### src/rtl/sgw_pkg.sv
package sgw_pkg;

  localparam int unsigned WORD_W      = 32;
  localparam int unsigned WORD_BYTES  = WORD_W / 8;
  localparam int unsigned ENTRY_BYTES = 2 * WORD_BYTES;
  localparam int unsigned LEN_W       = 24;

  // Packed view of the first entry word, most significant field first.
  typedef struct packed {
    logic [LEN_W-1:0] len;
    logic             rsvd;
    logic             ring;
    logic [2:0]       action;
    logic             irq;
    logic             last;
    logic             ok;
  } link_flags_t;

  typedef enum logic [1:0] {
    V_BAD  = 2'd0,
    V_BIG  = 2'd1,
    V_SKIP = 2'd2,
    V_SEND = 2'd3
  } verdict_t;

  function automatic link_flags_t decode_link(input logic [WORD_W-1:0] w);
    return link_flags_t'(w);
  endfunction

  // Invalid beats oversize, oversize beats empty.
  function automatic verdict_t classify(input link_flags_t f,
                                        input logic [LEN_W-1:0] max_len);
    if (!f.ok || f.rsvd) return V_BAD;
    if (f.len > max_len) return V_BIG;
    if (f.len == '0)     return V_SKIP;
    return V_SEND;
  endfunction

endpackage

### src/rtl/sgw_fetch.sv
module sgw_fetch
  import sgw_pkg::*;
#(
  parameter int unsigned ADDR_W = 32
) (
  input  logic              clk,
  input  logic              rst_n,
  input  logic              kick,
  input  logic [ADDR_W-1:0] kick_addr,
  output logic              rd_req_valid,
  input  logic              rd_req_ready,
  output logic [ADDR_W-1:0] rd_req_addr,
  input  logic              rd_rsp_valid,
  input  logic [WORD_W-1:0] rd_rsp_data,
  output logic              entry_valid,
  output logic [WORD_W-1:0] entry_w0,
  output logic [WORD_W-1:0] entry_w1
);

  typedef enum logic [2:0] {
    F_IDLE, F_REQ0, F_WAIT0, F_REQ1, F_WAIT1, F_HAVE
  } fstate_t;

  fstate_t           st;
  logic [ADDR_W-1:0] ent_addr;

  always_ff @(posedge clk or negedge rst_n) begin
    if (!rst_n) begin
      st       <= F_IDLE;
      ent_addr <= '0;
      entry_w0 <= '0;
      entry_w1 <= '0;
    end else begin
      unique case (st)
        F_IDLE, F_HAVE: begin
          if (kick) begin
            ent_addr <= kick_addr;
            st       <= F_REQ0;
          end else begin
            st <= F_IDLE;
          end
        end
        F_REQ0:  if (rd_req_ready) st <= F_WAIT0;
        F_WAIT0: if (rd_rsp_valid) begin
          entry_w0 <= rd_rsp_data;
          st       <= F_REQ1;
        end
        F_REQ1:  if (rd_req_ready) st <= F_WAIT1;
        F_WAIT1: if (rd_rsp_valid) begin
          entry_w1 <= rd_rsp_data;
          st       <= F_HAVE;
        end
        default: st <= F_IDLE;
      endcase
    end
  end

  assign rd_req_valid = (st == F_REQ0) || (st == F_REQ1);
  assign rd_req_addr  = (st == F_REQ1) ? ent_addr + ADDR_W'(WORD_BYTES) : ent_addr;
  assign entry_valid  = (st == F_HAVE);

endmodule

### src/rtl/sgw_emit.sv
module sgw_emit
  import sgw_pkg::*;
(
  input  logic              clk,
  input  logic              rst_n,
  input  logic              load,
  input  logic [WORD_W-1:0] load_addr,
  input  logic [LEN_W-1:0]  load_len,
  input  logic              load_irq,
  input  logic [2:0]        load_action,
  input  logic              load_end,
  input  logic              seg_ready,
  output logic              seg_valid,
  output logic [WORD_W-1:0] seg_addr,
  output logic [LEN_W-1:0]  seg_len,
  output logic              seg_irq,
  output logic [2:0]        seg_action,
  output logic              seg_end,
  output logic              seg_taken
);

  always_ff @(posedge clk or negedge rst_n) begin
    if (!rst_n) begin
      seg_valid  <= 1'b0;
      seg_addr   <= '0;
      seg_len    <= '0;
      seg_irq    <= 1'b0;
      seg_action <= '0;
      seg_end    <= 1'b0;
    end else if (load) begin
      seg_valid  <= 1'b1;
      seg_addr   <= load_addr;
      seg_len    <= load_len;
      seg_irq    <= load_irq;
      seg_action <= load_action;
      seg_end    <= load_end;
    end else if (seg_taken) begin
      seg_valid <= 1'b0;
    end
  end

  assign seg_taken = seg_valid && seg_ready;

endmodule

### src/rtl/sg_chain_walker.sv
module sg_chain_walker
  import sgw_pkg::*;
#(
  parameter int unsigned ADDR_W  = 32,
  parameter int unsigned MAX_SEG = 32'h0010_0000
) (
  input  logic              clk,
  input  logic              rst_n,
  input  logic              start,
  input  logic              abort,
  input  logic [ADDR_W-1:0] table_base,
  output logic              busy,
  output logic              done,
  output logic              err_invalid,
  output logic              err_oversize,
  output logic              rd_req_valid,
  input  logic              rd_req_ready,
  output logic [ADDR_W-1:0] rd_req_addr,
  input  logic              rd_rsp_valid,
  input  logic [WORD_W-1:0] rd_rsp_data,
  output logic              seg_valid,
  input  logic              seg_ready,
  output logic [WORD_W-1:0] seg_addr,
  output logic [LEN_W-1:0]  seg_len,
  output logic              seg_irq,
  output logic [2:0]        seg_action,
  output logic              seg_end
);

  localparam logic [LEN_W-1:0] MAX_LEN = LEN_W'(MAX_SEG);

  typedef enum logic [1:0] {T_IDLE, T_FETCH, T_SEND} tstate_t;

  tstate_t           t_st;
  logic [ADDR_W-1:0] base_r;
  logic [ADDR_W-1:0] ptr_r;
  logic              abort_pend;

  // Named internal events, also seen by the bound checker.
  logic              entry_valid;
  logic              entry_seen;
  logic              seg_taken;
  logic              step_done;
  logic              stop_now;
  logic              wrap_now;
  logic              start_ok;
  logic              kick;
  logic [ADDR_W-1:0] kick_addr;
  logic              load_seg;
  logic [WORD_W-1:0] w0;
  logic [WORD_W-1:0] w1;
  link_flags_t       cur;
  verdict_t          verdict;

  assign cur     = decode_link(w0);
  assign verdict = classify(cur, MAX_LEN);

  assign entry_seen = entry_valid && (t_st == T_FETCH);
  assign load_seg   = entry_seen && (verdict == V_SEND);
  assign step_done  = (entry_seen && (verdict == V_SKIP)) ||
                      ((t_st == T_SEND) && seg_taken);
  assign wrap_now   = cur.last && cur.ring;
  assign stop_now   = abort_pend || abort || (cur.last && !cur.ring);
  assign start_ok   = (t_st == T_IDLE) && start;
  assign kick       = start_ok || (step_done && !stop_now);
  assign kick_addr  = start_ok ? table_base :
                      wrap_now ? base_r : ptr_r + ADDR_W'(ENTRY_BYTES);

  always_ff @(posedge clk or negedge rst_n) begin
    if (!rst_n) begin
      t_st         <= T_IDLE;
      base_r       <= '0;
      ptr_r        <= '0;
      abort_pend   <= 1'b0;
      done         <= 1'b0;
      err_invalid  <= 1'b0;
      err_oversize <= 1'b0;
    end else begin
      done         <= 1'b0;
      err_invalid  <= 1'b0;
      err_oversize <= 1'b0;
      if (abort && (t_st != T_IDLE)) abort_pend <= 1'b1;
      unique case (t_st)
        T_IDLE: if (start) begin
          base_r <= table_base;
          ptr_r  <= table_base;
          t_st   <= T_FETCH;
        end
        T_FETCH: if (entry_seen) begin
          if (verdict == V_BAD) begin
            err_invalid <= 1'b1;
            abort_pend  <= 1'b0;
            t_st        <= T_IDLE;
          end else if (verdict == V_BIG) begin
            err_oversize <= 1'b1;
            abort_pend   <= 1'b0;
            t_st         <= T_IDLE;
          end else if (verdict == V_SEND) begin
            t_st <= T_SEND;
          end
        end
        default: ;
      endcase
      if (step_done) begin
        if (stop_now) begin
          done       <= 1'b1;
          abort_pend <= 1'b0;
          t_st       <= T_IDLE;
        end else begin
          ptr_r <= kick_addr;
          t_st  <= T_FETCH;
        end
      end
    end
  end

  assign busy = (t_st != T_IDLE);

  sgw_fetch #(.ADDR_W(ADDR_W)) u_fetch (
    .clk          (clk),
    .rst_n        (rst_n),
    .kick         (kick),
    .kick_addr    (kick_addr),
    .rd_req_valid (rd_req_valid),
    .rd_req_ready (rd_req_ready),
    .rd_req_addr  (rd_req_addr),
    .rd_rsp_valid (rd_rsp_valid),
    .rd_rsp_data  (rd_rsp_data),
    .entry_valid  (entry_valid),
    .entry_w0     (w0),
    .entry_w1     (w1)
  );

  sgw_emit u_emit (
    .clk         (clk),
    .rst_n       (rst_n),
    .load        (load_seg),
    .load_addr   (w1),
    .load_len    (cur.len),
    .load_irq    (cur.irq),
    .load_action (cur.action),
    .load_end    (cur.last),
    .seg_ready   (seg_ready),
    .seg_valid   (seg_valid),
    .seg_addr    (seg_addr),
    .seg_len     (seg_len),
    .seg_irq     (seg_irq),
    .seg_action  (seg_action),
    .seg_end     (seg_end),
    .seg_taken   (seg_taken)
  );

endmodule

### config.mk
export PLATFORM = sky130hd
export DESIGN_NAME = sg_chain_walker
export DESIGN_NICKNAME = d
export VERILOG_FILES = /design/src/rtl/sgw_pkg.sv /design/src/rtl/sgw_fetch.sv /design/src/rtl/sgw_emit.sv /design/src/rtl/sg_chain_walker.sv
export SDC_FILE = /design/constraint.sdc
export NUM_CORES = 1
export LEC_CHECK = 0
export BUFFER_PORTS_ARGS = -buffer_cell sky130_fd_sc_hd__buf_4
export CORE_ASPECT_RATIO = 0.6
export CORE_MARGIN = 10
export CORE_UTILIZATION = 40
export CTS_CLUSTER_DIAMETER = 80
export DETAILED_ROUTE_END_ITERATION = 12
export PLACE_DENSITY = 0.68
export SLEW_MARGIN = 20
export SYNTH_ARGS = -nofsm -noshare
export SYNTH_HDL_FRONTEND = slang
export SYNTH_SLANG_ARGS = --single-unit
### constraint.sdc
create_clock -name clk -period 4.16 [get_ports clk]
set_input_delay 1.04 -clock clk [delete_from_list [all_inputs] [get_ports clk]]
set_output_delay 1.04 -clock clk [all_outputs]
set_load 0.02 [all_outputs]
After elaboration in Yosys (flattened, before gate mapping):

Index checks and enable logic that the tools add are counted.

* add/subtract/negate cells: 2
* equality and inequality tests: 17
* magnitude comparators: 1
* multiplexer cells: 51
* reduce and logical (&&, ||, !) cells: 33

Operator list (number)
* $mux 32: 7
* $add 32x3->32 const B: 1
* $add 32x4->32 const B: 1
* $mux 1: 26
* $gt 24x21->1 const B: 1
* $logic_not 24->1: 1
* $mux 2: 12
* $pmux 3 s5: 1
* $mux 3: 4
* $logic_and 1x1->1: 10
* $ne 2x2->1 const B: 4
* $reduce_and 2->1: 4
* $reduce_and 4->1: 2
* $eq 2x2->1 const B: 3
* $eq 3x2->1 const B: 2
* $eq 3x3->1 const B: 2
* $logic_or 1x1->1: 6
* $ne 3x3->1 const B: 2
* $ne 5x2->1 const B: 1
* $eq 2x1->1 const B: 2
* $logic_not 2->1: 2
* $pmux 2 s2: 1
* $reduce_bool 2->1: 2
* $eq 3x1->1 const B: 1
* other kinds (4): 6

* bits of input ports: 71
* word-level logic and storage cells: 121
* bits in registers: 231
* output and inout port bits: 99

Logic depth before layout (Yosys ltp):

* depth after elaboration: 16
* gate-level depth with buffers: 7
* mapped depth without buffers: 6

Modules after synthesis:

A second synthesis with hierarchy kept.

* cell total of the unflattened synthesis: 948
* area total of the unflattened synthesis: 11183.2 sq um

Modules (own cells, without submodules)
* sgw_fetch: cells an instance 324, times used 1, area each 4465.5 sq um
* sg_chain_walker: cells an instance 491, times used 1, area each 4108.9 sq um
* sgw_emit: cells an instance 133, times used 1, area each 2608.8 sq um

Worst setup path after synthesis:

Ideal clock, no wire load.

* kind: register to output
* start: register u_fetch.ent_addr[8]
* end: output rd_req_addr[23]
* required time: 3.120 ns
* path slack: 1.233 ns
* data arrival time: 1.887 ns
* cell stages (with the launch flop): 6
* path through: dfrtp_1 > nand3_1 > nor4_1 > and4_1 > nor2b_1 > xor2_1

* word-level cells in the longest chain between the ends: 2

Ends and longest elaborated chain
* from (decl): line sgw_fetch.sv:25 `logic [ADDR_W-1:0] ent_addr;`
* from (signal assigned): line sgw_fetch.sv:37 `ent_addr <= kick_addr;`
* $add 32x3->32: line sgw_fetch.sv:59 `assign rd_req_addr = (st == F_REQ1) ? ent_addr + ADDR_W'(WORD_BYTES) : ent_addr;`
* $mux 32: line sgw_fetch.sv:59
* to (decl): line sg_chain_walker.sv:18 `output logic [ADDR_W-1:0] rd_req_addr,`

No other way between the ends.

Final worst setup path:

* start: register u_fetch.st[0]
* end: output rd_req_addr[31]

* word-level cells in the longest chain between the ends: 2

Ends and longest elaborated chain
* from (decl): line sgw_fetch.sv:24 `fstate_t st;`
* from (signal assigned): line sgw_fetch.sv:29 `st <= F_IDLE;`
* from (signal assigned): line sgw_fetch.sv:38 `st <= F_REQ0;`
* from (signal assigned): line sgw_fetch.sv:40 `st <= F_IDLE;`
* $eq 3x2->1: line sgw_fetch.sv:59
* $mux 32: line sgw_fetch.sv:59

No other way between the ends.

==> results.sh <==
export IMPL_drive_gt1_share_pct=32.9
export IMPL_place_area_um2=12600
export IMPL_cp_cell_sequence="nand4b_1 -> nor2_1 -> nand3_1 -> nor3_1 -> xor2_1 -> buf_4"
export IMPL_gp_congestion=0.899
export IMPL_fin_area_um2=13400
export IMPL_chipHeight_um=148
export IMPL_ctsResizeCount=0
export IMPL_cpMaxStageDelayCell="nor2_1"
export IMPL_hold_viol_final=0
export IMPL_fin_ws_ns=0.269
export IMPL_synthesis_area_um2=11000
export IMPL_finClkSkew_ns=0.0170
export IMPL_antenna_found_initial=3
export IMPL_total_power_mw=9.05
export IMPL_cts_inserted_buffers=23
export IMPL_die_w_um=234
export IMPL_synth_top_area_share_pct=52.8
export IMPL_pre_cts_ws_ns=0.820
export IMPL_path_clk_slew_ns=0.06
export IMPL_syn_avg_cell_area_um2=11.3
export IMPL_hold_worst_slack_ns=0.471
export IMPL_slew_headroom_pct=46.5
export IMPL_dp_hpwl_um=22200
export IMPL_coreArea_um2=26700
export IMPL_ys_warnings_count=0
export IMPL_end_kind="primary output"
export IMPL_drv_cap=0
export IMPL_postLayoutCoreUtil_pct=50.0
export IMPL_slew_violations=0
export IMPL_r2r_cells=5
export IMPL_rsz0062_at_grt="no"
export IMPL_drt_initial_drc_count=649
export IMPL_seq_area_frac_synth_pct=52.8
export IMPL_crit_fanout=9
export IMPL_cts_hold_buffers=0
export IMPL_yosysMostFrequentCell="dfrtp_1"
export IMPL_nNetsFinal=1203
export IMPL_period_share_pct=93.5
export IMPL_cp_required_ns=3.12
export IMPL_hold_depth=1
export IMPL_overflow=0
export IMPL_cp_slowest_stage_delay_ns=0.64
export IMPL_yosys_area_top_type="dfrtp_1"
export IMPL_port_buffers=169
export IMPL_clock_sinks=231
export IMPL_vias_per_cell=5.53
export IMPL_p_per_area_nw_per_um2=678
export IMPL_grt_max_degree=89
export IMPL_io_pins=170
export IMPL_worst_pin_slew_ns=0.795
export IMPL_fmax_mhz=257
export IMPL_wire_per_inst_um=20.5
export IMPL_r2r_start="u_fetch.entry_w0[8]"
export IMPL_ff2ff_setup_slack_ns=1.16
export IMPL_start_util_pct=41.0
export IMPL_setup_viol=0
export IMPL_clock_latency_ns=0.53
export IMPL_syn_nets=1042
export IMPL_cts_path_max_buffers=3
export IMPL_synth_distinct_cells=63
export IMPL_ys_ff_latch=231
export IMPL_route_detailed_drc=0
export IMPL_async_flop_share_pct=100
export IMPL_crit_arrival_ns=2.85
export IMPL_grt_pass1_wl_um=48800
export IMPL_drtAntennaViolNets=0
export IMPL_row_count=46
export IMPL_wl_um=30900
export IMPL_htreeDepth=1
export IMPL_placed_cells=1465
export IMPL_min_delay_start="base_r[9]"
export IMPL_reg2reg_to="ptr_r[3]"
export IMPL_cts_tree="built"
export IMPL_synthCells=969
export IMPL_yosys_most_used_dff="dfrtp_1"
export IMPL_ys_top_cells_by_area="dfrtp_1 (53%), mux2_2 (13%), nand2_1 (2.9%)"
export IMPL_worstHoldEndpoint="base_r[9]"
export IMPL_min_period_ns=3.89
export IMPL_drt_pass1_iter_count=5
export IMPL_grt_pass1_vias=8393
export IMPL_area_growth_pct=21.9
export IMPL_outcome="complete, no violations"
export IMPL_grt_usage_pct=17.5
export IMPL_ys_top_cells_by_count="dfrtp_1 (231), mux2_2 (123), nand2_1 (86)"
export IMPL_crit_type="flop to primary output"
export IMPL_vdd_ir_drop_max_uv=422
export IMPL_post_cts_buffers=0
export IMPL_hold_path_class="flop to flop"
export IMPL_synth_edf_count=0
export IMPL_instances_no_fill=1509
export IMPL_crit_path_start_kind="flop"
export IMPL_die_area_um2=34600
export IMPL_route_vias_total=8349
export IMPL_tns_ns=0
export IMPL_leakage_nw=6.25
export IMPL_cts_root_buf="clkbuf_16"
state kept, by name (all words and copies together) (netlist names), 2 cells and up:
register / count
t_st: 2
u_emit.seg_action: 3
u_fetch.entry_w1: 32
u_fetch.ent_addr: 32
u_fetch.entry_w0: 32
u_emit.seg_len: 24
u_emit.seg_addr: 32
u_fetch.st: 3
base_r: 32
ptr_r: 32
area by class of cell:
class / instances / area, um^2
antenna: 3 / 7.51
inverter: 35 / 131
fill: 2399 / 13400
multi-input combinational: 650 / 4800
tap: 360 / 450
clock buffer: 30 / 632
clock inverter: 11 / 92.6
sequential: 231 / 5780
timing repair buffer: 189 / 1460
worst max-delay path, delay by kind of cell (launching register included):
family | cells | cell delay [ns]
and+or+nand+nor | 4 | 1.43
DFF | 1 | 0.54
xor gates and xnor gates | 1 | 0.18
buffers and inverters | 1 | 0.16
cell families (layout without fill, tap and decap cells):
group,count (synthesis),count (layout),share of synthesized area (%)
AO/OA/AOI/OAI,151,151,10.2
multiplexers,148,148,15.3
flip-flops,231,231,52.8
buffers and inverters,88,265,3.83
adder cells (fa/ha/maj),2,2,0.228
XOR/XNOR,34,34,2.72
AND/OR/NAND/NOR,315,315,15.0
other,0,3,0
power by group:
group | switching (mW) | internal [mW] | total, mW | leakage, nW
sequential | 0.790 | 3.07 | 3.86 | 2.92
clock | 0.905 | 1.14 | 2.04 | 0.357
combinational | 1.64 | 1.51 | 3.15 | 2.98
total | 3.34 | 5.72 | 9.05 | 6.25
worst max path at each step:
| stage | from | endpoint | slack [ns] | cells past startpoint |
|---|---|---|---|---|
| final | u_fetch.st[0] | rd_req_addr[31] | 0.27 | 6 |
| after global routing | u_fetch.st[0] | rd_req_addr[31] | 0.06 | 6 |
| after CTS | u_fetch.st[0] | rd_req_addr[31] | 0.26 | 6 |
| after detailed placement | u_fetch.st[0] | rd_req_addr[31] | 0.82 | 6 |
| after global placement | u_fetch.st[2] | rd_req_addr[23] | 0.86 | 6 |
| after floorplan | u_fetch.ent_addr[8] | rd_req_addr[23] | 1.23 | 5 |
placed cells by master (no fill, tap or decap), types with 25 or more instances in the layout:
master   instances
and2_1          25
buf_4          185
dfrtp_1        231
inv_1           35
mux2_2         123
nand2_1         86
nand3_1         35
nand4_1         26
nor2_1          51
o21ai_0         26
xnor2_1         25
metal layers:
layer	track usage, %	wire length [um]
met4	3.57	576
met1	25.6	14600
met3	5.59	2770
met5	0	0
met2	24.7	12900
No activity file was read; power rests on OpenSTA's default activity.
